**src/rtl/xa_route_pkg.sv**
```systemverilog
`timescale 1ns/1ps
package xa_route_pkg;
  typedef enum logic [1:0] {
    SEL_READBACK = 2'b00,
    SEL_HELD     = 2'b01,
    SEL_BCAST    = 2'b10,
    SEL_SPLIT    = 2'b11
  } path_sel_e;
endpackage

```
**src/rtl/xa_src_pick.sv**
```systemverilog
`timescale 1ns/1ps
module xa_src_pick #(
  parameter int W     = 9,
  parameter int NPORT = 4
) (
  input  logic [W-1:0]       x_in,
  input  logic [W-1:0]       y_in,
  input  logic               split,
  output logic [NPORT*W-1:0] src_flat
);
  for (genvar p = 0; p < NPORT; p++) begin : g_port
    if (p % 2 == 1) begin : g_odd
      assign src_flat[p*W +: W] = split ? y_in : x_in;
    end else begin : g_even
      assign src_flat[p*W +: W] = x_in;
    end
  end
endmodule

```
**src/rtl/xa_reg_bank.sv**
```systemverilog
`timescale 1ns/1ps
module xa_reg_bank #(
  parameter int W     = 9,
  parameter int NPORT = 4
) (
  input  logic               clk,
  input  logic               rst,
  input  logic [NPORT-1:0]   ld_en,
  input  logic [NPORT*W-1:0] d_flat,
  output logic [NPORT*W-1:0] q_flat
);
  for (genvar p = 0; p < NPORT; p++) begin : g_reg
    logic [W-1:0] q_r;
    always_ff @(posedge clk) begin
      if (rst)
        q_r <= '0;
      else if (ld_en[p])
        q_r <= d_flat[p*W +: W];
    end
    assign q_flat[p*W +: W] = q_r;
  end
endmodule

```
**src/rtl/xa_port_mux.sv**
```systemverilog
`timescale 1ns/1ps
module xa_port_mux
  import xa_route_pkg::*;
#(
  parameter int W     = 9,
  parameter int NPORT = 4
) (
  input  logic [1:0]         path_sel,
  input  logic [NPORT*W-1:0] ir_flat,
  input  logic [NPORT*W-1:0] q_flat,
  input  logic [NPORT*W-1:0] thru_flat,
  output logic [NPORT*W-1:0] port_out
);
  path_sel_e sel_e;
  assign sel_e = path_sel_e'(path_sel);

  for (genvar p = 0; p < NPORT; p++) begin : g_mux
    logic [W-1:0] v;
    always_comb begin
      case (sel_e)
        SEL_READBACK: v = ir_flat[p*W +: W];
        SEL_HELD:     v = q_flat[p*W +: W];
        SEL_BCAST,
        SEL_SPLIT:    v = thru_flat[p*W +: W];
        default:      v = '0;
      endcase
    end
    assign port_out[p*W +: W] = v;
  end
endmodule

```
**src/rtl/xa_route_top.sv**
```systemverilog
`timescale 1ns/1ps
module xa_route_top
  import xa_route_pkg::*;
#(
  parameter int W     = 9,
  parameter int NPORT = 4
) (
  input  logic               clk,
  input  logic               rst,
  input  logic [W-1:0]       x_in,
  input  logic [W-1:0]       y_in,
  input  logic [NPORT*W-1:0] ir_flat,
  input  logic [NPORT-1:0]   ld_en,
  input  logic               word_mode,
  input  logic [1:0]         path_sel,
  output logic [NPORT*W-1:0] port_out
);
  localparam int BUSW = NPORT * W;

  logic [BUSW-1:0] load_src;
  logic [BUSW-1:0] thru_src;
  logic [BUSW-1:0] q_flat;
  logic            thru_split;

  assign thru_split = (path_sel == SEL_SPLIT);

  xa_src_pick #(.W(W), .NPORT(NPORT)) u_load_pick (
    .x_in(x_in), .y_in(y_in), .split(word_mode), .src_flat(load_src)
  );

  xa_src_pick #(.W(W), .NPORT(NPORT)) u_thru_pick (
    .x_in(x_in), .y_in(y_in), .split(thru_split), .src_flat(thru_src)
  );

  xa_reg_bank #(.W(W), .NPORT(NPORT)) u_regs (
    .clk(clk), .rst(rst), .ld_en(ld_en), .d_flat(load_src), .q_flat(q_flat)
  );

  xa_port_mux #(.W(W), .NPORT(NPORT)) u_mux (
    .path_sel(path_sel), .ir_flat(ir_flat), .q_flat(q_flat),
    .thru_flat(thru_src), .port_out(port_out)
  );
endmodule

```
**config.mk**
```make
export PLATFORM = sky130hd
export DESIGN_NAME = xa_route_top
export DESIGN_NICKNAME = d
export VERILOG_FILES = /design/src/rtl/xa_route_pkg.sv /design/src/rtl/xa_src_pick.sv /design/src/rtl/xa_reg_bank.sv /design/src/rtl/xa_port_mux.sv /design/src/rtl/xa_route_top.sv
export SDC_FILE = /design/constraint.sdc
export NUM_CORES = 1
export LEC_CHECK = 0
export BUFFER_PORTS_ARGS = -buffer_cell sky130_fd_sc_hd__buf_2
export CAP_MARGIN = 0
export CORE_MARGIN = 4
export CORE_UTILIZATION = 48
export DETAILED_ROUTE_END_ITERATION = 16
export GPL_TIMING_DRIVEN = 0
export PLACE_DENSITY_LB_ADDON = 0.08
export SYNTH_ARGS = -nofsm -noshare
export SYNTH_HDL_FRONTEND = slang
export SYNTH_SLANG_ARGS = --single-unit
export TNS_END_PERCENT = 100
```
**constraint.sdc**
```tcl
create_clock -name clk -period 1.35 [get_ports clk]
set_clock_uncertainty 0.1 [all_clocks]
set_input_delay 0.135 -clock clk [delete_from_list [all_inputs] [get_ports clk]]
set_output_delay 0.135 -clock clk [all_outputs]
set_load 0.005 [all_outputs]
```
# [Word-level counts from Yosys, hierarchy flattened]
# Cells that the tools add are included.
[classes] reduce_logical=2 n_eq_ne=3 muxes=6
[ops] op="$pmux 9 s3" n=4
[ops] op="$mux 9" n=2
[ops] op="$eq 2x2->1 const B" n=2
[ops] op="$eq 2x1->1 const B" n=1
[ops] op="$logic_not 2->1" n=1
[ops] op="$reduce_or 2->1" n=1
[totals] elab_cells=15 out_inout_bits=36 reg_bits=36 in_bits=63

# [Logic depth before layout (Yosys ltp)]
# Gate-level depths: netlist of run 1.
[depth] ltp_word=3 depth_mapped=4 mapped_depth_nobuf=2

# [Cells and area by module]
# From an unflattened synthesis of run 1, not the netlist that was laid out.
[hier_totals] hier_cells=311 area_unflattened_um2=2785.2
[modules_own_cells] module="xa_reg_bank" seq_area_each_um2=720.7 area_per_inst_um2=1295.0 instances=1 cells_per_inst=116
[modules_own_cells] module="xa_port_mux" seq_area_each_um2=0.0 area_per_inst_um2=785.8 instances=1 cells_per_inst=120
[modules_own_cells] module="xa_src_pick" seq_area_each_um2=0.0 area_per_inst_um2=349.1 instances=2 cells_per_inst=37
[modules_own_cells] module="xa_route_top" seq_area_each_um2=0.0 area_per_inst_um2=6.3 instances=1 cells_per_inst=1

# [Worst setup path before layout of run 1]
# No wires, ideal clock.
[synth_timing] path_type="input -> output" start="in path_sel[0]" end="out port_out[10]" path_buffers=2 t_required_ps=1115 setup_slack_ps=142 stages=3 arrival_ps=973 cell_sequence="buf_6 > buf_6 > mux4_1"
[synth_via] elab_chain_len=3 word_cells_on_any_way=7 classes_between="eq/ne (3); mux (2); reduce/logical (2)"
[synth_lines] item="start: declaration" line="xa_route_top.sv:15" text="input logic [1:0] path_sel,"
[synth_lines] item="$eq 2x2->1, on equally long branches" line="xa_port_mux.sv:20, xa_route_top.sv:25"
[synth_lines] item="$mux 9 or $reduce_or 2->1 (tied branches)" line="xa_src_pick.sv:13, xa_port_mux.sv:20"
[synth_lines] item="$pmux 9 s3 (*)" line="xa_port_mux.sv:20" text="case (sel_e)"
[synth_lines] item="end: declaration" line="xa_route_top.sv:16" text="output logic [NPORT*W-1:0] port_out"
# Mark *: on every way between the ends. The rest lies on a longest branch, timed or not.

# [Worst setup path after layout of run 1]
[layout_timing] start="reg u_regs.g_reg[0].q_r[0]" end="out port_out[0]"
[layout_via] elab_chain_len=1
[layout_lines] item="start: declaration" line="xa_reg_bank.sv:13" text="logic [W-1:0] q_r;"
[layout_lines] item="start signal: assignment" line="xa_reg_bank.sv:18" text="q_r <= d_flat[p*W +: W];"
[layout_lines] item="$pmux 9 s3" line="xa_port_mux.sv:20"
# No other way between the ends.

==> results of run 1 <==
==> cell usage in the layout, fill, tap and decap left out <==
master,instances
buf_1,2
dfxtp_2,22
buf_2,90
mux2i_1,27
buf_12,2
buf_6,11
mux2_2,14
clkbuf_1,2
a211oi_1,18
clkbuf_8,5
mux4_2,18
buf_4,2
mux2_4,22
clkbuf_4,2
dfxtp_1,14
nor2_1,36
==> through the flow <==
stage                     worst slack [ps]  cells
final                                 -143    339
after global routing                  -165    339
after CTS                             -131    338
after detailed placement             -97.6    332
after global placement                -103    332
after floorplan                        142    190
==> what timing repair did <==
item | 4_1_cts | 5_1_grt
buffers inserted | 1 | 1
gates resized for setup | 26 | 33
endpoints found under the hold margin | 0 | 0
pin swaps | 0 | 0
setup endpoints to repair | 36 | 36
==> logic make-up (layout without fill, tap and decap cells) <==
family,count (synthesis),in the layout
AOI/OAI and AO/OA,18,18
buffers and inverters,19,116
DFF,36,36
muxes,81,81
and+or+nand+nor,36,36
==> worst reg2reg max path, stage by stage, from the launching register on <==
cell	delay, ps
dfxtp_2	330
buf_4	100
nor2_1	30
a211oi_1	200
==> per-layer routing <==
| layer | share of wire | track usage |
|---|---|---|
| met4 | 0.0088 | 0.0427 |
| met5 | 0 | 0 |
| met1 | 0.44 | 0.267 |
| met2 | 0.47 | 0.351 |
| met3 | 0.082 | 0.0694 |
==> layout make-up <==
class,count,share of cell area
Clock buffer,5,0.0231
Timing Repair Buffer,92,0.175
Tap cell,52,0.0219
Multi-Input combinational cell,135,0.482
Sequential cell,36,0.251
Buffer,19,0.0463
==> report_power, final <==
part | leakage [uW] | switching [uW] | internal, uW
Clock | 0.0000359 | 341 | 332
Sequential | 0.000305 | 36.2 | 1140
Combinational | 0.00107 | 322 | 457
==> final timing paths <==
kind / slack (ps) / endpoint / from
min: 100 / u_regs.g_reg[2].q_r[6]$_SDFFE_PP0P_ / x_in[6]
min reg2reg: 380 / u_regs.g_reg[1].q_r[6]$_SDFFE_PP0P_ / u_regs.g_reg[1].q_r[6]$_SDFFE_PP0P_
max: -140 / port_out[0] / u_regs.g_reg[0].q_r[0]$_SDFFE_PP0P_
max reg2reg: 500 / u_regs.g_reg[3].q_r[5]$_SDFFE_PP0P_ / u_regs.g_reg[3].q_r[5]$_SDFFE_PP0P_
==> impl_metrics.xml, run 1 <==
<?xml version="1.0" encoding="UTF-8"?>
<metrics>
  <group name="critical_path">
    <metric name="critical_path_rt" unit="ps">1120</metric>
    <metric name="worst-endpoint-arrival" unit="ps">1260</metric>
    <metric name="critical-path-top-delay-family" unit="">multiplexers</metric>
    <metric name="critical-path-max-stage-delay" unit="ps">320</metric>
    <metric name="setup.worst_path.end_class" unit="">primary output</metric>
    <metric name="worst_r2r_path_depth" unit="">3</metric>
    <metric name="worst-path-max-fanout" unit="">2</metric>
    <metric name="critical_path_cell_count" unit="">3</metric>
    <metric name="critPathKind" unit="">reg2out</metric>
    <metric name="cpMaxStageDelayCell" unit="">dfxtp_2</metric>
    <metric name="path_common_cell" unit="">mux2_4</metric>
    <metric name="crit_path_cell_trace" unit="">mux2_4 &gt; mux2_4 &gt; buf_6</metric>
    <metric name="worst-path-buf-inv" unit="">1</metric>
    <metric name="worst_setup_path_start_kind" unit="">register</metric>
  </group>
  <group name="route">
    <metric name="post_drt_via_cell_ratio" unit="">5.63</metric>
    <metric name="detail-route-antenna-nets" unit="">0</metric>
    <metric name="route.detailed.wl_per_inst" unit="um">18.0</metric>
    <metric name="route.vias.total" unit="">1908</metric>
    <metric name="drc_marker_count_from_the_first_detailed_route_iteration" unit="">91</metric>
    <metric name="drt_first_pass_iters" unit="">4</metric>
    <metric name="routed_wirelength" unit="um">6110</metric>
    <metric name="drcViolationCount" unit="">0</metric>
  </group>
  <group name="floorplanning">
    <metric name="design.core.area" unit="um2">4500</metric>
    <metric name="boundaryPins" unit="">99</metric>
    <metric name="fp-row-count" unit="">24</metric>
    <metric name="dieHeight" unit="um">77.4</metric>
    <metric name="floorplan.die_area" unit="um2">5990</metric>
    <metric name="die_width" unit="um">77.4</metric>
    <metric name="floorplan.initialDensity" unit="">0.513</metric>
  </group>
  <group name="clock_network">
    <metric name="cts.sinks" unit="">36</metric>
    <metric name="cts_htree_levels" unit="">2</metric>
    <metric name="cts-root-to-sink-buffers" unit="">2</metric>
    <metric name="cts_made_buffers" unit="">5</metric>
    <metric name="root_buffer" unit="">clkbuf_8</metric>
    <metric name="cts.hold.buffers_added" unit="">0</metric>
    <metric name="clock_transition_at_the_registers_of_the_reported_paths" unit="ps">60</metric>
    <metric name="clk-insertion-delay-late" unit="ps">280</metric>
    <metric name="tritoncts" unit="">done</metric>
  </group>
  <group name="synth">
    <metric name="yosysTopAreaCellShare" unit="">0.312</metric>
    <metric name="ys_types" unit="">13</metric>
    <metric name="synth_simple_gate_area_share" unit="">0.0585</metric>
    <metric name="sequential_cell_area_fraction_in_the_yosys_report" unit="">0.312</metric>
    <metric name="ys_seq_elements" unit="">36</metric>
    <metric name="ys_async_sr_fraction" unit="">0</metric>
    <metric name="synth-warning-count" unit="">0</metric>
    <metric name="postSynthCellCount" unit="">190</metric>
    <metric name="synth_compound_area_frac" unit="">0.0585</metric>
    <metric name="synth_area_leader_cell" unit="">dfxtp_1</metric>
    <metric name="synth_area_leaders" unit="">dfxtp_1 31%, mux4_1 18%, mux2i_1 12%</metric>
    <metric name="synth-adder-area-share" unit="">0</metric>
    <metric name="synth_enable_flop_cells" unit="">0</metric>
    <metric name="synth-xor-area-share" unit="">0</metric>
    <metric name="mappedNetlistNets" unit="">253</metric>
    <metric name="synth_top_family_by_area" unit="">multiplexers</metric>
    <metric name="synth_area" unit="um2">2310</metric>
    <metric name="synthTopCellsByCount" unit="">36 x dfxtp_1, 36 x nor2_1, 27 x mux2i_1</metric>
    <metric name="postSynthAreaPerCell" unit="um2">12.2</metric>
    <metric name="synth.mux.area_fraction" unit="">0.514</metric>
    <metric name="synth_ff_type" unit="">dfxtp_1</metric>
  </group>
  <group name="final_layout">
    <metric name="antennaDiodeCount" unit="">0</metric>
    <metric name="layout-drive-gt1-share" unit="">0.655</metric>
    <metric name="regArea" unit="um2">748</metric>
    <metric name="largest_register_ffs" unit="">36</metric>
    <metric name="reg.largest.list" unit="">u_regs.g.q_r x36</metric>
    <metric name="fill_cells" unit="">380</metric>
    <metric name="final_core_utilization" unit="">0.661</metric>
    <metric name="final_area" unit="um2">2980</metric>
    <metric name="multi_input_area" unit="um2">1430</metric>
    <metric name="finalNetCount" unit="">352</metric>
    <metric name="area_growth_syn_to_layout" unit="%">28.8</metric>
    <metric name="regMostFlops" unit="">u_regs.g.q_r</metric>
  </group>
  <group name="global_routing">
    <metric name="global_route_wire_length_before_repair" unit="um">10000</metric>
    <metric name="antenna_found_initial" unit="">0</metric>
    <metric name="largest_net_degree_at_the_start_of_global_routing" unit="">11</metric>
    <metric name="globalRouteOverflowTotal" unit="">0</metric>
    <metric name="grt_util_all_layers" unit="">0.210</metric>
    <metric name="first_global_vias" unit="">1992</metric>
  </group>
  <group name="placed_design">
    <metric name="dp.final_hpwl" unit="um">4430</metric>
    <metric name="port-buffer-count" unit="">90</metric>
    <metric name="gp_routability_congestion" unit="">0.730</metric>
    <metric name="placed_area" unit="um2">2830</metric>
  </group>
  <group name="sta">
    <metric name="max_slew.worst_pin.slew" unit="ps">525</metric>
    <metric name="finalCriticalPeriod" unit="ps">1490</metric>
    <metric name="final.setup.worst_slack" unit="ps">-143</metric>
    <metric name="slew-limit-headroom" unit="">0.650</metric>
    <metric name="timing.setup.tns" unit="ps">-3240</metric>
    <metric name="unrepaired_setup_endpoints_after_global_routing" unit="">yes</metric>
    <metric name="hold_viol_final" unit="">0</metric>
    <metric name="hold_ws" unit="ps">95.2</metric>
    <metric name="timing_max_transition_violations_final" unit="">0</metric>
    <metric name="post-route-period-util" unit="">1.11</metric>
    <metric name="fmax" unit="GHz">0.670</metric>
    <metric name="report.final.setup_viol" unit="">36</metric>
  </group>
  <group name="run_status">
    <metric name="violations" unit="">setup timing</metric>
    <metric name="status" unit="">finished, violations left</metric>
  </group>
  <group name="power_and_ir_drop">
    <metric name="p_per_area" unit="nW/um2">885</metric>
    <metric name="max_vdd_drop" unit="mV">0.647</metric>
    <metric name="totalPowerFinal" unit="uW">2630</metric>
    <metric name="power.leakage" unit="uW">0.00142</metric>
  </group>
  <group name="flow_run">
    <metric name="maxCapViolations" unit="">0</metric>
  </group>
  <group name="hold_path">
    <metric name="holdCritPathClass" unit="">in2reg</metric>
    <metric name="whs_path_depth" unit="">3</metric>
  </group>
</metrics>
Note: power is estimated with default switching activity, not from simulation.
==> run 2: changes to the inputs <==
--- a/config.mk
+++ b/config.mk
@@ -8,7 +8,7 @@
 export BUFFER_PORTS_ARGS = -buffer_cell sky130_fd_sc_hd__buf_2
 export CAP_MARGIN = 0
 export CORE_MARGIN = 4
-export CORE_UTILIZATION = 48
+export CORE_UTILIZATION = 43
 export DETAILED_ROUTE_END_ITERATION = 16
 export GPL_TIMING_DRIVEN = 0
 export PLACE_DENSITY_LB_ADDON = 0.08
==> constraint.sdc (replaced) <==
create_clock -name clk -period 1.3 [get_ports clk]
set_clock_uncertainty 0.1 [all_clocks]
set_input_delay 0.13 -clock clk [delete_from_list [all_inputs] [get_ports clk]]
set_output_delay 0.13 -clock clk [all_outputs]
set_load 0.005 [all_outputs]
==> run 2 against run 1 <==
  * The flow still finishes with violations (setup timing)
  * Clock-buffer cell count rose by 2
  * Design area increased by 2.8%
  * Clock power grew 27%
  * First-iteration DRC count is 37% lower
  * Combinational power up 5.9%
  * Core utilization is 6.9 points lower
  * Critical path depth unchanged
  * Die area up 10%
  * Sequential power grew 4%
  * Wire length rose by 5.3%
  * Final cell count is 6.2% higher
  * Register-to-register slack got worse by 110 ps
==> impl_metrics.xml, run 2 (same netlist as run 1, synthesis figures left out) <==
<?xml version="1.0" encoding="UTF-8"?>
<metrics>
  <group name="floorplanning">
    <metric name="dieHeight" unit="um">81.3</metric>
    <metric name="fp-row-count" unit="">26</metric>
    <metric name="die_width" unit="um">81.3</metric>
    <metric name="floorplan.die_area" unit="um2">6610</metric>
    <metric name="design.core.area" unit="um2">5170</metric>
    <metric name="boundaryPins" unit="">99</metric>
    <metric name="floorplan.initialDensity" unit="">0.447</metric>
  </group>
  <group name="power_and_ir_drop">
    <metric name="max_vdd_drop" unit="mV">0.641</metric>
    <metric name="p_per_area" unit="nW/um2">950</metric>
    <metric name="totalPowerFinal" unit="uW">2910</metric>
    <metric name="switching_share" unit="">0.262</metric>
    <metric name="internal_power" unit="uW">2150</metric>
    <metric name="power.share.sequential" unit="">0.422</metric>
    <metric name="power.share.clock" unit="">0.294</metric>
    <metric name="power.leakage" unit="uW">0.00145</metric>
    <metric name="comb_power_share" unit="">0.284</metric>
    <metric name="p_sw" unit="uW">760</metric>
  </group>
  <group name="sta">
    <metric name="slew-limit-headroom" unit="">0.657</metric>
    <metric name="report.final.setup_viol" unit="">36</metric>
    <metric name="hold_viol_final" unit="">0</metric>
    <metric name="unrepaired_setup_endpoints_after_global_routing" unit="">yes</metric>
    <metric name="max_slew.worst_pin.slew" unit="ps">514</metric>
    <metric name="hold_ws" unit="ps">94.9</metric>
    <metric name="finalCriticalPeriod" unit="ps">1470</metric>
    <metric name="final.setup.worst_slack" unit="ps">-173</metric>
    <metric name="fmax" unit="GHz">0.679</metric>
    <metric name="timing.setup.tns" unit="ps">-4930</metric>
    <metric name="timing_max_transition_violations_final" unit="">0</metric>
    <metric name="post-route-period-util" unit="">1.13</metric>
  </group>
  <group name="final_layout">
    <metric name="finalNetCount" unit="">353</metric>
    <metric name="fill_cells" unit="">462</metric>
    <metric name="layout-drive-gt1-share" unit="">0.676</metric>
    <metric name="final_core_utilization" unit="">0.591</metric>
    <metric name="multi_input_area" unit="um2">1450</metric>
    <metric name="regMostFlops" unit="">u_regs.g.q_r</metric>
    <metric name="area_growth_syn_to_layout" unit="%">32.4</metric>
    <metric name="antennaDiodeCount" unit="">0</metric>
    <metric name="reg.largest.list" unit="">u_regs.g.q_r x36</metric>
    <metric name="regArea" unit="um2">754</metric>
    <metric name="final_area" unit="um2">3060</metric>
    <metric name="mostFrequentLayoutCell" unit="">buf_2</metric>
    <metric name="largest_register_ffs" unit="">36</metric>
    <metric name="most-common-layout-cells" unit="">88 x buf_2, 36 x nor2_1, 27 x mux2i_1, 27 x dfxtp_2, 25 x mux2_4</metric>
  </group>
  <group name="critical_path">
    <metric name="worstReg2RegEnd" unit="">u_regs.g_reg[1].q_r[8]$_SDFFE_PP0P_</metric>
    <metric name="worst-path-buf-inv" unit="">1</metric>
    <metric name="ff2ff_setup_slack" unit="ps">390</metric>
    <metric name="critical_path_rt" unit="ps">1070</metric>
    <metric name="reg2reg_from" unit="">u_regs.g_reg[1].q_r[8]$_SDFFE_PP0P_</metric>
    <metric name="critical-path-max-stage-delay" unit="ps">320</metric>
    <metric name="worst_r2r_path_depth" unit="">3</metric>
    <metric name="worst-path-max-fanout" unit="">2</metric>
    <metric name="worst-endpoint-arrival" unit="ps">1240</metric>
    <metric name="critPathKind" unit="">reg2out</metric>
    <metric name="cpMaxStageDelayCell" unit="">dfxtp_2</metric>
    <metric name="setup.worst_path.end_class" unit="">primary output</metric>
    <metric name="worst_setup_path_start_kind" unit="">register</metric>
    <metric name="crit_path_cell_trace" unit="">mux2_4 &gt; mux2_2 &gt; buf_6</metric>
    <metric name="critical-path-top-delay-family" unit="">multiplexers</metric>
  </group>
  <group name="route">
    <metric name="drt_first_pass_iters" unit="">4</metric>
    <metric name="post_drt_via_cell_ratio" unit="">5.33</metric>
    <metric name="route.vias.total" unit="">1918</metric>
    <metric name="drc_marker_count_from_the_first_detailed_route_iteration" unit="">57</metric>
    <metric name="detail-route-antenna-nets" unit="">0</metric>
    <metric name="routed_wirelength" unit="um">6430</metric>
    <metric name="route.detailed.wl_per_inst" unit="um">17.9</metric>
    <metric name="drcViolationCount" unit="">0</metric>
  </group>
  <group name="placed_design">
    <metric name="gp_routability_congestion" unit="">0.721</metric>
    <metric name="port-buffer-count" unit="">90</metric>
    <metric name="placed_area" unit="um2">2850</metric>
    <metric name="dp.final_hpwl" unit="um">4580</metric>
  </group>
  <group name="clock_network">
    <metric name="cts_made_buffers" unit="">5</metric>
    <metric name="tritoncts" unit="">done</metric>
    <metric name="cts.hold.buffers_added" unit="">0</metric>
    <metric name="cts-root-to-sink-buffers" unit="">2</metric>
    <metric name="clock_transition_at_the_registers_of_the_reported_paths" unit="ps">70</metric>
    <metric name="clk-insertion-delay-late" unit="ps">280</metric>
    <metric name="cts.sinks" unit="">36</metric>
    <metric name="cts_htree_levels" unit="">2</metric>
    <metric name="root_buffer" unit="">clkbuf_8</metric>
  </group>
  <group name="run_status">
    <metric name="violations" unit="">setup timing</metric>
    <metric name="status" unit="">finished, violations left</metric>
  </group>
  <group name="flow_run">
    <metric name="maxCapViolations" unit="">0</metric>
  </group>
  <group name="global_routing">
    <metric name="grt_util_all_layers" unit="">0.199</metric>
    <metric name="largest_net_degree_at_the_start_of_global_routing" unit="">11</metric>
    <metric name="antenna_found_initial" unit="">0</metric>
    <metric name="globalRouteOverflowTotal" unit="">0</metric>
    <metric name="first_global_vias" unit="">1821</metric>
    <metric name="global_route_wire_length_before_repair" unit="um">9650</metric>
  </group>
  <group name="hold_path">
    <metric name="whs_path_depth" unit="">3</metric>
    <metric name="worst_hold_startpoint" unit="">x_in[8]</metric>
    <metric name="holdPathEnd" unit="">u_regs.g_reg[0].q_r[8]$_SDFFE_PP0P_</metric>
    <metric name="holdCritPathClass" unit="">in2reg</metric>
  </group>
</metrics>
run 2: cell types whose count changed in the layout (fill, tap and decap cells not counted), sizes merged:
| cell | previous run | this run |
|---|---|---|
| clkbuf | 9 | 11 |
| buf | 107 | 108 |
run 2: power by group through the flow:
stage,Sequential (uW),Combinational (uW),Clock (uW)
after floorplan,1230,453,0
after global placement,1240,727,0
final,1230,826,854
after detailed placement,1240,736,0
after CTS,1220,765,888
after global routing,1230,896,932
run 2: final cells by class:
class,count,share of cell area
clock buffers,7,0.0315
plain buffers,19,0.0458
well taps,70,0.0286
multi-input cells,135,0.472
repair buffers,93,0.175
flip-flops and latches,36,0.247
run 2: repair_timing:
item,CTS,global route
setup buffers,2,1
cloned,0,0
setup endpoints to repair,36,36
resized for setup,31,38
pin swaps,0,0
run 2: worst max path at each step:
stage	startpoint	to	slack [ps]	depth (start not counted)
detailed placement	path_sel[0]	port_out[14]	-130	4
floorplan	path_sel[0]	port_out[10]	100	3
global route	u_regs.g_reg[0].q_r[0]$_SDFFE_PP0P_	port_out[0]	-230	3
global placement	path_sel[1]	port_out[24]	-120	4
finish	u_regs.g_reg[0].q_r[0]$_SDFFE_PP0P_	port_out[0]	-170	3
CTS	u_regs.g_reg[0].q_r[3]$_SDFFE_PP0P_	port_out[3]	-180	3
run 2: stage by stage:
step	instances	setup slack (ps)
after floorplan	190	102
after global placement	350	-124
after detailed placement	350	-131
after CTS	359	-179
after global routing	360	-226
final	360	-173
run 2: worst register-to-register path: stages, from the launching register on:
cell	delay [ps]
dfxtp_2	330
buf_4	100
nor2_1	30
a211oi_1	250
run 2: routing by layer:
metal  up-vias  GRT usage  routed length [um]
met1       923      0.263                2830
met5         -          0                   0
met4         0     0.0473                  78
met2        75      0.328                3180
li1        913          -                   -
met3         7     0.0443                 347
